[config.mk]
export PLATFORM = sky130hd
export DESIGN_NAME = cfgp_top
export DESIGN_NICKNAME = d
export VERILOG_FILES = /design/src/rtl/cfgp_pkg.sv /design/src/rtl/cfgp_lock.sv /design/src/rtl/cfgp_globals.sv /design/src/rtl/cfgp_bank.sv /design/src/rtl/cfgp_top.sv
export SDC_FILE = /design/constraint.sdc
export NUM_CORES = 1
export LEC_CHECK = 0
export ABC_AREA = 0
export CORE_MARGIN = 3
export CORE_UTILIZATION = 58
export CTS_CLUSTER_SIZE = 14
export DETAILED_ROUTE_END_ITERATION = 12
export PLACE_DENSITY_LB_ADDON = 0.25
export SLEW_MARGIN = 20
export SYNTH_ARGS = -nofsm -noshare
export SYNTH_HDL_FRONTEND = slang
export SYNTH_HIERARCHICAL = 1
export SYNTH_SLANG_ARGS = --single-unit
[constraint.sdc]
create_clock -name clk -period 3.21 [get_ports clk]
set_input_delay 0.642 -clock clk [delete_from_list [all_inputs] [get_ports clk]]
set_output_delay 0.642 -clock clk [all_outputs]
set_load 0.02 [all_outputs]
[src/rtl/cfgp_pkg.sv]
package cfgp_pkg;

    localparam int NUM_DEV = 4;
    localparam int BW      = 8;
    localparam int AW      = 16;

    localparam logic [BW-1:0] KEY_OPEN  = 8'h55;
    localparam logic [BW-1:0] KEY_CLOSE = 8'hAA;

    localparam logic [BW-1:0] IX_SEL   = 8'h07;
    localparam logic [BW-1:0] IX_IDENT = 8'h20;
    localparam logic [BW-1:0] IX_REV   = 8'h21;
    localparam logic [BW-1:0] IX_PWR   = 8'h22;
    localparam logic [BW-1:0] IX_PMG   = 8'h23;
    localparam logic [BW-1:0] IX_OSC   = 8'h24;
    localparam logic [BW-1:0] IX_PADR0 = 8'h26;
    localparam logic [BW-1:0] IX_PADR1 = 8'h27;

    localparam logic [BW-1:0] IX_EN    = 8'h30;
    localparam logic [BW-1:0] IX_BHI   = 8'h60;
    localparam logic [BW-1:0] IX_BLO   = 8'h61;
    localparam logic [BW-1:0] IX_IRQA  = 8'h70;
    localparam logic [BW-1:0] IX_IRQB  = 8'h72;
    localparam logic [BW-1:0] IX_MODE  = 8'hF0;

    typedef enum logic {ST_LOCKED = 1'b0, ST_OPEN = 1'b1} lock_st_t;

    typedef struct packed {
        logic          en;
        logic [AW-1:0] base;
        logic [BW-1:0] irq_a;
        logic [BW-1:0] irq_b;
        logic [BW-1:0] mode;
    } bank_t;

    typedef struct packed {
        logic [BW-1:0] pwr;
        logic [BW-1:0] pmg;
        logic [BW-1:0] osc;
        logic [BW-1:0] padr0;
        logic [BW-1:0] padr1;
    } glob_t;

    function automatic logic [BW-1:0] slot_dev_num(input int s);
        case (s)
            0:       return 8'h00;
            1:       return 8'h04;
            2:       return 8'h05;
            default: return 8'h07;
        endcase
    endfunction

    function automatic logic [AW-1:0] slot_def_base(input int s);
        case (s)
            0:       return 16'h03F0;
            1:       return 16'h03F8;
            2:       return 16'h02F8;
            default: return 16'h0060;
        endcase
    endfunction

    function automatic logic is_bank_ix(input logic [BW-1:0] ix);
        return (ix == IX_EN) || (ix == IX_BHI) || (ix == IX_BLO) ||
               (ix == IX_IRQA) || (ix == IX_IRQB) || (ix == IX_MODE);
    endfunction

endpackage

[src/rtl/cfgp_lock.sv]
module cfgp_lock
    import cfgp_pkg::*;
(
    input  logic          clk,
    input  logic          rst,
    input  logic          ptr_wr,
    input  logic [BW-1:0] wdata,
    output logic          is_open,
    output logic [BW-1:0] index
);
    lock_st_t st_q;

    always_ff @(posedge clk) begin
        if (rst) begin
            st_q  <= ST_LOCKED;
            index <= '0;
        end else if (ptr_wr) begin
            if (st_q == ST_LOCKED) begin
                if (wdata == KEY_OPEN) st_q <= ST_OPEN;
            end else if (wdata == KEY_CLOSE) begin
                st_q <= ST_LOCKED;
            end else begin
                index <= wdata;
            end
        end
    end

    assign is_open = (st_q == ST_OPEN);

    a_r3_key_opens: assert property (@(posedge clk) disable iff (rst)
        (!is_open && ptr_wr && wdata == KEY_OPEN) |=> is_open);
    a_r2_stays_locked: assert property (@(posedge clk) disable iff (rst)
        (!is_open && !(ptr_wr && wdata == KEY_OPEN)) |=> !is_open);
    a_r9_key_closes: assert property (@(posedge clk) disable iff (rst)
        (is_open && ptr_wr && wdata == KEY_CLOSE) |=> !is_open);
    a_r2_index_held_locked: assert property (@(posedge clk) disable iff (rst)
        !is_open |=> $stable(index));

endmodule

[src/rtl/cfgp_globals.sv]
module cfgp_globals
    import cfgp_pkg::*;
#(
    parameter logic [BW-1:0] CHIP_ID  = 8'h4D,
    parameter logic [BW-1:0] CHIP_REV = 8'h01
)(
    input  logic          clk,
    input  logic          rst,
    input  logic          wr_stb,
    input  logic [BW-1:0] index,
    input  logic [BW-1:0] wdata,
    output logic [BW-1:0] sel,
    output logic          rd_hit,
    output logic [BW-1:0] rd_val
);
    glob_t g_q;

    always_ff @(posedge clk) begin
        if (rst) begin
            sel <= '0;
            g_q <= '0;
        end else if (wr_stb) begin
            case (index)
                IX_SEL:   sel     <= wdata;
                IX_PWR:   g_q.pwr   <= wdata;
                IX_PMG:   g_q.pmg   <= wdata;
                IX_OSC:   g_q.osc   <= wdata;
                IX_PADR0: g_q.padr0 <= wdata;
                IX_PADR1: g_q.padr1 <= wdata;
                default:  ;
            endcase
        end
    end

    always_comb begin
        rd_hit = 1'b1;
        case (index)
            IX_SEL:   rd_val = sel;
            IX_IDENT: rd_val = CHIP_ID;
            IX_REV:   rd_val = CHIP_REV;
            IX_PWR:   rd_val = g_q.pwr;
            IX_PMG:   rd_val = g_q.pmg;
            IX_OSC:   rd_val = g_q.osc;
            IX_PADR0: rd_val = g_q.padr0;
            IX_PADR1: rd_val = g_q.padr1;
            default: begin
                rd_hit = 1'b0;
                rd_val = '0;
            end
        endcase
    end

    a_r7_globals_hold: assert property (@(posedge clk) disable iff (rst)
        !wr_stb |=> ($stable(g_q) && $stable(sel)));

endmodule

[src/rtl/cfgp_bank.sv]
module cfgp_bank
    import cfgp_pkg::*;
#(
    parameter int SLOT = 0
)(
    input  logic          clk,
    input  logic          rst,
    input  logic          wr_stb,
    input  logic [BW-1:0] sel,
    input  logic [BW-1:0] index,
    input  logic [BW-1:0] wdata,
    output bank_t         regs,
    output logic          rd_hit,
    output logic [BW-1:0] rd_val
);
    localparam logic [BW-1:0] MY_NUM = slot_dev_num(SLOT);
    localparam logic [AW-1:0] MY_DEF = slot_def_base(SLOT);

    logic picked;
    assign picked = (sel == MY_NUM);

    always_ff @(posedge clk) begin
        if (rst) begin
            regs      <= '0;
            regs.base <= MY_DEF;
        end else if (wr_stb && picked) begin
            case (index)
                IX_EN:   regs.en          <= wdata[0];
                IX_BHI:  regs.base[15:8]  <= wdata;
                IX_BLO:  regs.base[7:0]   <= wdata;
                IX_IRQA: regs.irq_a       <= wdata;
                IX_IRQB: regs.irq_b       <= wdata;
                IX_MODE: regs.mode        <= wdata;
                default: ;
            endcase
        end
    end

    always_comb begin
        rd_hit = picked && is_bank_ix(index);
        case (index)
            IX_EN:   rd_val = {7'b0, regs.en};
            IX_BHI:  rd_val = regs.base[15:8];
            IX_BLO:  rd_val = regs.base[7:0];
            IX_IRQA: rd_val = regs.irq_a;
            IX_IRQB: rd_val = regs.irq_b;
            IX_MODE: rd_val = regs.mode;
            default: rd_val = '0;
        endcase
    end

    a_r5_bank_hold: assert property (@(posedge clk) disable iff (rst)
        !(wr_stb && sel == MY_NUM) |=> $stable(regs));

endmodule

[src/rtl/cfgp_top.sv]
module cfgp_top
    import cfgp_pkg::*;
#(
    parameter logic [7:0] CHIP_ID  = 8'h4D,
    parameter logic [7:0] CHIP_REV = 8'h01
)(
    input  logic                  clk,
    input  logic                  rst,
    input  logic                  host_wr,
    input  logic                  host_addr,
    input  logic [7:0]            host_wdata,
    output logic [7:0]            host_rdata,
    output logic [NUM_DEV-1:0]    dev_active,
    output logic [NUM_DEV*AW-1:0] dev_base,
    output logic [NUM_DEV*BW-1:0] dev_irq
);
    logic          is_open;
    logic [BW-1:0] index;
    logic [BW-1:0] sel;
    logic          g_hit;
    logic [BW-1:0] g_val;
    logic          data_wr;

    logic [NUM_DEV-1:0] b_hit;
    logic [BW-1:0]      b_val [NUM_DEV];
    bank_t              b_regs [NUM_DEV];

    assign data_wr = host_wr && host_addr && is_open;

    cfgp_lock u_lock (
        .clk     (clk),
        .rst     (rst),
        .ptr_wr  (host_wr && !host_addr),
        .wdata   (host_wdata),
        .is_open (is_open),
        .index   (index)
    );

    cfgp_globals #(.CHIP_ID(CHIP_ID), .CHIP_REV(CHIP_REV)) u_glob (
        .clk    (clk),
        .rst    (rst),
        .wr_stb (data_wr),
        .index  (index),
        .wdata  (host_wdata),
        .sel    (sel),
        .rd_hit (g_hit),
        .rd_val (g_val)
    );

    for (genvar s = 0; s < NUM_DEV; s++) begin : g_bank
        cfgp_bank #(.SLOT(s)) u_bank (
            .clk    (clk),
            .rst    (rst),
            .wr_stb (data_wr),
            .sel    (sel),
            .index  (index),
            .wdata  (host_wdata),
            .regs   (b_regs[s]),
            .rd_hit (b_hit[s]),
            .rd_val (b_val[s])
        );
        assign dev_active[s]         = b_regs[s].en;
        assign dev_base[s*AW +: AW]  = b_regs[s].base;
        assign dev_irq[s*BW +: BW]   = b_regs[s].irq_a;
    end

    logic [BW-1:0] bank_rd;
    always_comb begin
        bank_rd = '0;
        for (int s = 0; s < NUM_DEV; s++) begin
            if (b_hit[s]) bank_rd = bank_rd | b_val[s];
        end
    end

    always_comb begin
        if (!is_open)        host_rdata = 8'hFF;
        else if (!host_addr) host_rdata = index;
        else if (g_hit)      host_rdata = g_val;
        else                 host_rdata = bank_rd;
    end

    a_r2_locked_reads_ff: assert property (@(posedge clk) disable iff (rst)
        !is_open |-> host_rdata == 8'hFF);
    a_r8_one_bank_claims: assert property (@(posedge clk) disable iff (rst)
        $onehot0(b_hit));
    a_r2_outputs_hold_locked: assert property (@(posedge clk) disable iff (rst)
        !is_open |=> ($stable(dev_active) && $stable(dev_base) && $stable(dev_irq)));

endmodule

Word-level counts from Yosys, hierarchy flattened --
Index checks and enable logic that the tools add are counted.
Cells by class: add/sub/neg operators 0, multipliers 0, divide/modulo/power cells 0, magnitude comparators 0, equality and inequality tests 19, shift operators 0, muxes and demuxes 16, bitwise logic cells 4, reductions and logical operators 50
Operator list (count):
- one-hot mux 8 bit (6 select lines) | 4
- equality test 8 x 6 -> 1 bit (second input constant) | 8
- one-hot mux 8 bit (8 select lines) | 1
- AND reduction 2 bit | 30
- two-way mux 8 bit | 7
- equality test 8 x 7 -> 1 bit (second input constant) | 5
- equality test 8 x 3 -> 1 bit (second input constant) | 4
- OR 8 bit | 3
- equality test 8 bit (second input constant) | 2
- logical AND 1 bit | 11
- zero test 8 bit | 1
- OR reduction 8 bit | 1
- logical OR 1 bit | 5
- two-way mux 1 bit | 4
- AND reduction 3 bit | 1
- zero test 1 bit | 1
- NOT 1 bit | 1
Storage, ports and cells: register bits after elaboration 221, bits in latches 0, RAM bits 0, ROM bits 0, input port bits 12, output and inout port bits 108, word-level logic and storage cells 121, memories kept 0

Depth between registers and ports, before layout --
Gate-level depths: netlist of run 1.
word-level depth 17, mapped depth 9, mapped depth without buffers 7

Cells and area by module --
The synthesis of run 1 kept the hierarchy.
By module, submodules not included:
- cfgp_globals | times used 1, cells each 238, area an instance 2278.4 µm²
- cfgp_bank at g_bank[1].u_bank | times used 1, cells each 229, area an instance 2155.8 µm²
- cfgp_bank at g_bank[2].u_bank | times used 1, cells each 228, area an instance 2147.1 µm²
- cfgp_bank at g_bank[0].u_bank | times used 1, cells each 229, area an instance 2143.3 µm²
- cfgp_bank at g_bank[3].u_bank | times used 1, cells each 209, area an instance 2122.0 µm²
- cfgp_top | times used 1, cells each 58, area an instance 450.4 µm²
- cfgp_lock | times used 1, cells each 42, area an instance 409.1 µm²

Worst setup path after synthesis of run 1 --
No wires, ideal clock.
kind register to output, from register u_lock.index[1], to output port host_rdata[6], arrival 2.450 ns, path slack 0.118 ns, stages on the path, launching flop included 6, path buffers 0, cell sequence dfxtp_1 > or4b_2 > nor3_1 > a221o_1 > o21ai_0 > o221ai_2
RTL lines:
- start, declared | line cfgp_lock.sv:9 | output logic [BW-1:0] index
- start signal, assigned | line cfgp_lock.sv:23 | index <= wdata;
- equality test 8 x 6 -> 1 bit / equality test 8 x 3 -> 1 bit (equally long branches) | line cfgp_globals.sv:37 | case (index)
- one-hot mux 8 bit (8 select lines) (*) | line cfgp_globals.sv:37
- via g_val[6] | line cfgp_top.sv:21 | logic [BW-1:0] g_val;
- two-way mux 8 bit (*) | line cfgp_top.sv:78 | else if (g_hit) host_rdata = g_val;
- two-way mux 8 bit (*) | line cfgp_top.sv:77 | else if (!host_addr) host_rdata = index;
- two-way mux 8 bit (*) | line cfgp_top.sv:76 | if (!is_open) host_rdata = 8'hFF;
- end, declared | line cfgp_top.sv:12 | output logic [7:0] host_rdata,
The timed path passes the listed nets; every way through them passes the cells marked *.

==> results of run 1 <==
## Yosys cell counts, types with 6 or more instances
cell       count
dfxtp_1      221
nor2_1        94
a21oi_1        9
buf_6         16
nor2b_1       50
buf_4          6
nand3_1       17
o221ai_2       8
and3_1         9
clkbuf_1      41
nor3b_1        6
a2bb2oi_1      7
nand4_1       13
o221ai_1      28
inv_1         15
buf_1          8
nand3b_1       9
nor3_1         7
o21ai_0       79
or3_1          6
nand2b_1     158
nand2_1       60
nor4b_1        7
buf_2          9
and4bb_2       6
mux2i_1      242
a22oi_1       23
## final cells by class
class	instances	share of cell area (%)
clock inverters	8	0.822
clock buffers	31	4.54
inverters	16	0.403
repair buffers	243	15.3
flip-flops and latches	221	29.7
multi-input cells	913	47.0
well taps	265	2.22
## state kept, by name, summed over array words and instances, names as in the netlist
name                count
g_bank.u_bank/regs    164
u_glob/g_q             40
u_glob/sel              8
u_lock/index            8
u_lock/is_open          1
## what timing repair did
action / CTS / global route
setup buffers: 3 / 2
pin swaps: 13 / 11
gates resized for setup: 72 / 29
hold buffers: 0 / 0
setup endpoints to repair: 8 / 8
gates cloned: 1 / 0
## per-layer routing
layer	vias to the layer above	routed length, um	global-route usage, %
met3	66	3140	5.94
met5	-	0	0
met1	5079	15600	45.4
met2	506	16200	49.7
li1	4787	-	-
met4	0	853	8.68
## cells by family after synthesis
family / share of synthesized area, %
buffers and inverters: 4.69
AND/OR/NAND/NOR: 25.1
flip-flops: 37.8
multiplexers: 21.8
AO/OA/AOI/OAI: 10.6
## worst reg2reg max path: stages (launching register included)
cell and delay [ps]:
dfxtp_1 330, buf_4 160, buf_4 140, or4b_1 510, nor4_2 410, nand2_1 370
mux2i_1 210
## worst max-delay path by stage
stage	cells after the start	start	end	slack, ps
2_1_floorplan	5	u_lock/index[1]$_SDFFE_PP0P_	host_rdata[6]	120
3_5_place_dp	8	u_lock/index[4]$_SDFFE_PP0P_	host_rdata[1]	-220
6_report	8	u_lock/index[0]$_SDFFE_PP0P_	host_rdata[2]	-250
3_3_place_gp	8	u_lock/index[4]$_SDFFE_PP0P_	host_rdata[1]	-200
4_1_cts	8	u_lock/index[0]$_SDFFE_PP0P_	host_rdata[1]	-160
5_1_grt	9	u_lock/index[4]$_SDFFE_PP0P_	host_rdata[2]	-270
## report_power, final
| part | internal [mW] | switching, mW | total (mW) |
|---|---|---|---|
| registers | 2.74 | 0.0000536 | 2.74 |
| logic | 0.0687 | 0.137 | 0.206 |
| clock network | 1.71 | 1.10 | 2.81 |
| total | 4.52 | 1.23 | 5.76 |
## stage by stage
stage	utilization, %	worst slack [ps]
floorplan	-	118
global placement	70.0	-202
detailed placement	70.0	-217
CTS	75.1	-164
global route	75.9	-266
finish	75.9	-246
==> results.md, run 1 <==
- Unique masters post-synth: 67
- Critical path class: register to output pin
- DRT Wirelength: 35800 um
- Std cell rows: 51
- Initial antenna violation count: 0
- Layout area overhead: 27.4%
- CP max-delay cell: or4b_4
- Die span in x: 148 um
- Power per standard cell area: 386 mW/mm^2
- Failing checks: negative setup slack
- Fin Setup TNS: -1330 ps
- Min Tclk post-route: 3460 ps
- Core area: 0.0197 sq mm
- Post-DR vias/cell: 6.15
- Clk slew on worst S/H paths: 60 ps
- Worst path required time: 2570 ps
- Worst Tran Pin Value: 528 ps
- Commonest non-fill, non-tap cell in the layout: mux2i_1
- Fillers: 1437
- Post-Place Cells: 1653
- Vias: 10438
- Top area cells in the synthesized netlist: dfxtp_1 (38%), mux2i_1 (21%), nand2b_1 (8.4%)
- Num CTS Buffers: 23
- Final hold viol count: 0
- Leakage power: 5.56 nW
- Placed cell area: 0.0138 sq mm
- Vias in the first global route: 10094
- Unrepaired setup endpoints after global routing: true
- Detailed router's first-iteration violation count: 1023
- Top Ports: 120
- Synthesized area: 0.0117 sq mm
- Worst VDD drop: 0.392 mV
- Routed Antenna Nets: 0
- Slew headroom: 63.8%
- GRT overflow: 0
- Worst skew pair latency: 510 ps
- Syn nets: 1245
- Design Area, Final: 0.0149 sq mm
- Largest area contributor in the netlist: dfxtp_1
- Critical Path Fanout Max: 7
- Final Slew Violations: 0
- Worst Hold Margin: 454 ps
- IO Port Bufs: 119
- Die Area: 0.0219 sq mm
- Final setup fails: 8
- WP data arrival: 2810 ps
- Asr flop ratio synth: 0%
- H-tree lvl count: 1
- Endpoint class of the critical path: output pin
- CTS tree: built
- Hold Crit Class: register to register
- DR WL/cell: 21.1 um
- Pre-antenna DRT Iters: 5
- Most frequent cells in the layout: mux2i_1 (242), dfxtp_1 (219), nand2b_1 (157), buf_4 (117), clkdlybuf4s50_1 (110)
- Period utilization: 108%
- Final GP Congestion: 0.962
- DP Wirelength: 24700 um
- Top-area cell type share of the netlist area: 37.8%
- Worst reg-to-reg setup slack: 950 ps
- Clock Tree Root: clkbuf_16
- Worst Setup Start Kind: register
- Cell Count, Final, Fillers Out: 1697
- Cell family with most CP delay: simple AND/OR/NAND/NOR gates
- Hold path startpoint: u_glob/g_q[16]$_SDFFE_PP0P_
- Min-Delay Path Depth: 2
- Number of flops mapped to enable cells by yosys: 0
- Synth Flop Type: dfxtp_1
- End of the worst register-to-register path: g_bank[3].u_bank/regs[27]$_SDFFE_PP0P_
- Clock Path Buffers: 3
- Run status: finished, violations left
- Buf/Inv on CP: 1
- Yosys Warn Count: 6
- Initial core utilization: 59.6%
- R2R depth: 6
- Power Total: 5.76 mW
- Sink Count: 221
- Multi-input gate area in the final layout: 0.00702 sq mm
- Skew final: 11.2 ps
- Worst path max stage delay: 570 ps
- First-pass GRT wire length: 56200 um
- Ant diodes: 0
- Overall routing resource usage: 31.8%
- Critical path cell sequence: or4b_4 -> nor3b_4 -> nand2_4 -> o221ai_4 -> a22oi_1 -> and3_1 -> o221ai_2 -> buf_4
- Fraction of layout cells with a size suffix above 1: 18.2%
- FMAX: 289 MHz
- Post-synthesis sequential area ratio: 37.8%
- DR DRC count: 0
- Nets: 1430
- RR Startpoint: u_lock/index[3]$_SDFFE_PP0P_
- Gate Count Post-Synth: 1233
- Hold path endpoint: u_glob/g_q[16]$_SDFFE_PP0P_
- #FFs+latches synth: 221
- Syn avg cell area: 9.49 sq um
- Register Area: 0.00443 sq mm
- PnR worst setup slack: -246 ps
- Die H: 148 um
- Max Cap Viol: 0
- Largest net degree at the start of global routing: 120
No activity file was read; power rests on OpenSTA's default activity.
==> inputs of run 2 (changes only) <==
Settings changed: CELL_PAD_IN_SITES_DETAIL_PLACEMENT set to 0, CELL_PAD_IN_SITES_GLOBAL_PLACEMENT set to 1, CORE_UTILIZATION 58 to 45.
==> results.md, run 2 (synthesis gave the netlist of run 1 again) <==
- Endpoint class of the critical path: output pin
- Worst Hold Margin: 452 ps
- Commonest non-fill, non-tap cell in the layout: mux2i_1
- DRT Wirelength: 36800 um
- Final setup fails: 8
- Fillers: 2261
- Hold Crit Class: register to register
- DR DRC count: 0
- FMAX: 286 MHz
- H-tree lvl count: 1
- Highest metal used: met4
- Max Cap Viol: 0
- Max reg flops: 164
- Clk slew on worst S/H paths: 60 ps
- Initial core utilization: 46.1%
- Multi-input gate area in the final layout: 0.00694 sq mm
- Final GP Congestion: 0.980
- Sw Share: 22.4%
- P_int: 4.48 mW
- RR Startpoint: u_lock/is_open$_SDFFE_PP0P_
- Top reg by flops: g_bank.u_bank/regs
- Sink Count: 221
- Std cell rows: 58
- Post-DR vias/cell: 5.61
- Pre-antenna DRT Iters: 5
- Clock Path Buffers: 3
- Fraction of layout cells with a size suffix above 1: 18.8%
- Skew final: 9.56 ps
- Overall routing resource usage: 25.5%
- Worst path required time: 2570 ps
- Ant diodes: 0
- Final hold viol count: 0
- Comb power frac: 3.7%
- Die span in x: 167 um
- Largest net degree at the start of global routing: 123
- Critical path cell sequence: or4b_4 -> nor3b_4 -> nand2_4 -> o221ai_4 -> a22oi_2 -> and3_1 -> o221ai_2 -> buf_4
- Worst Tran Pin Value: 820 ps
- Cell family with most CP delay: simple AND/OR/NAND/NOR gates
- Unrepaired setup endpoints after global routing: true
- DP Wirelength: 26400 um
- PnR worst setup slack: -285 ps
- Critical Path Fanout Max: 7
- Die Area: 0.0280 sq mm
- Top Ports: 120
- Power per standard cell area: 385 mW/mm^2
- Met3 Wirelength: 2220 um
- DR WL/cell: 20.7 um
- Worst path max stage delay: 570 ps
- Pre-CTS WS: -291 ps
- CP max-delay cell: or4b_4
- Critical path class: register to output pin
- Worst Setup Start Kind: register
- IO Port Bufs: 119
- WL met2: 15900 um
- Core area: 0.0254 sq mm
- Run status: finished, violations left
- Most frequent cells in the layout: mux2i_1 (239), dfxtp_1 (216), nand2b_1 (158), buf_4 (126), clkdlybuf4s50_1 (110)
- Leakage power: 5.60 nW
- Die H: 167 um
- Largest registers: g_bank.u_bank/regs x164, u_glob/g_q x40
- Failing checks: negative setup slack
- CP startpoint: u_lock/index[0]$_SDFFE_PP0P_
- CTS tree: built
- WP data arrival: 2850 ps
- Vias in the first global route: 9613
- Seq pwr share: 47.5%
- M1 wire length: 18000 um
- Worst skew pair latency: 540 ps
- Slew headroom: 45.3%
- Detailed router's first-iteration violation count: 837
- First-pass GRT wire length: 57400 um
- Hold path startpoint: u_glob/g_q[21]$_SDFFE_PP0P_
- Initial antenna violation count: 0
- Buf/Inv on CP: 1
- GRT overflow: 0
- Min Tclk post-route: 3490 ps
- Final Slew Violations: 0
- Routed Antenna Nets: 0
- Num CTS Buffers: 26
- Nets: 1443
- Clock Power Share: 48.8%
- Vias: 9969
- Register Area: 0.00444 sq mm
- Layout area overhead: 27.9%
- Power Total: 5.77 mW
- Cts hold-fix bufs: 0
- Worst VDD drop: 0.389 mV
- Period utilization: 109%
- Clock Tree Root: clkbuf_16
- NetSw: 1.29 mW
==> run 2: changes by cell type in the layout (fill, tap and decap cells not counted), sizes merged <==
cell,change
clkinvlp,-3
buf,+11
bufinv,-3
bufbuf,-1
clkinv,+2
clkbuf,+10
==> run 2: power by group through the flow <==
stage                     clock network (mW)  registers, mW  logic (mW)
after floorplan                            0           2.80       0.106
after global placement                     0           2.80       0.211
after detailed placement                   0           2.80       0.211
after CTS                               2.87           2.74       0.211
after global routing                    2.98           2.74       0.227
final                                   2.82           2.74       0.213
==> run 2: stage by stage <==
| stage | std cells | instance area [sq um] | utilization [%] | TNS, ps |
|---|---|---|---|---|
| after CTS | 1777 | 14900 | 58.7 | -1320 |
| final | 1778 | 15000 | 59.0 | -1560 |
| after floorplan | 1233 | 11700 | - | 0 |
| after global routing | 1778 | 15000 | 59.0 | -2340 |
| after detailed placement | 1730 | 13900 | 54.7 | -1740 |
| after global placement | 1730 | 13900 | 54.7 | -1470 |
==> run 2: final cells by class <==
type / instances / area share (%)
Timing Repair Buffer: 253 / 15.4
Inverter: 16 / 0.401
Sequential cell: 221 / 29.6
Clock buffer: 41 / 5.26
Clock inverter: 4 / 0.209
Multi-Input combinational cell: 913 / 46.4
Tap cell: 330 / 2.76
==> run 2: worst paths after layout <==
| kind | endpoint | slack [ps] | cells past startpoint |
|---|---|---|---|
| hold reg to reg | u_glob/g_q[21]$_SDFFE_PP0P_ | 450 | 2 |
| setup / recovery | host_rdata[6] | -280 | 8 |
| setup reg to reg | g_bank[3].u_bank/regs[37]$_SDFFE_PP0P_ | 460 | 5 |
| hold / removal | u_glob/g_q[21]$_SDFFE_PP0P_ | 450 | 2 |
==> run 2: repair_timing <==
item | CTS | global route
setup buffers | 2 | 1
setup endpoints to repair | 8 | 8
gates resized for setup | 89 | 15
pin swaps | 5 | 10
hold endpoints to repair | 0 | 0
==> run 2: layer usage <==
metal	track usage [%]	up-vias
li1	-	4806
met1	39.7	4831
met2	37.7	292
met3	3.49	40
met4	4.87	0
met5	0	-
==> run 2: worst min-delay path: cells and delay by family (launching register included) <==
family	cells	cell delay, ps
compound gates	1	50
flops	1	310
simple gates	1	50
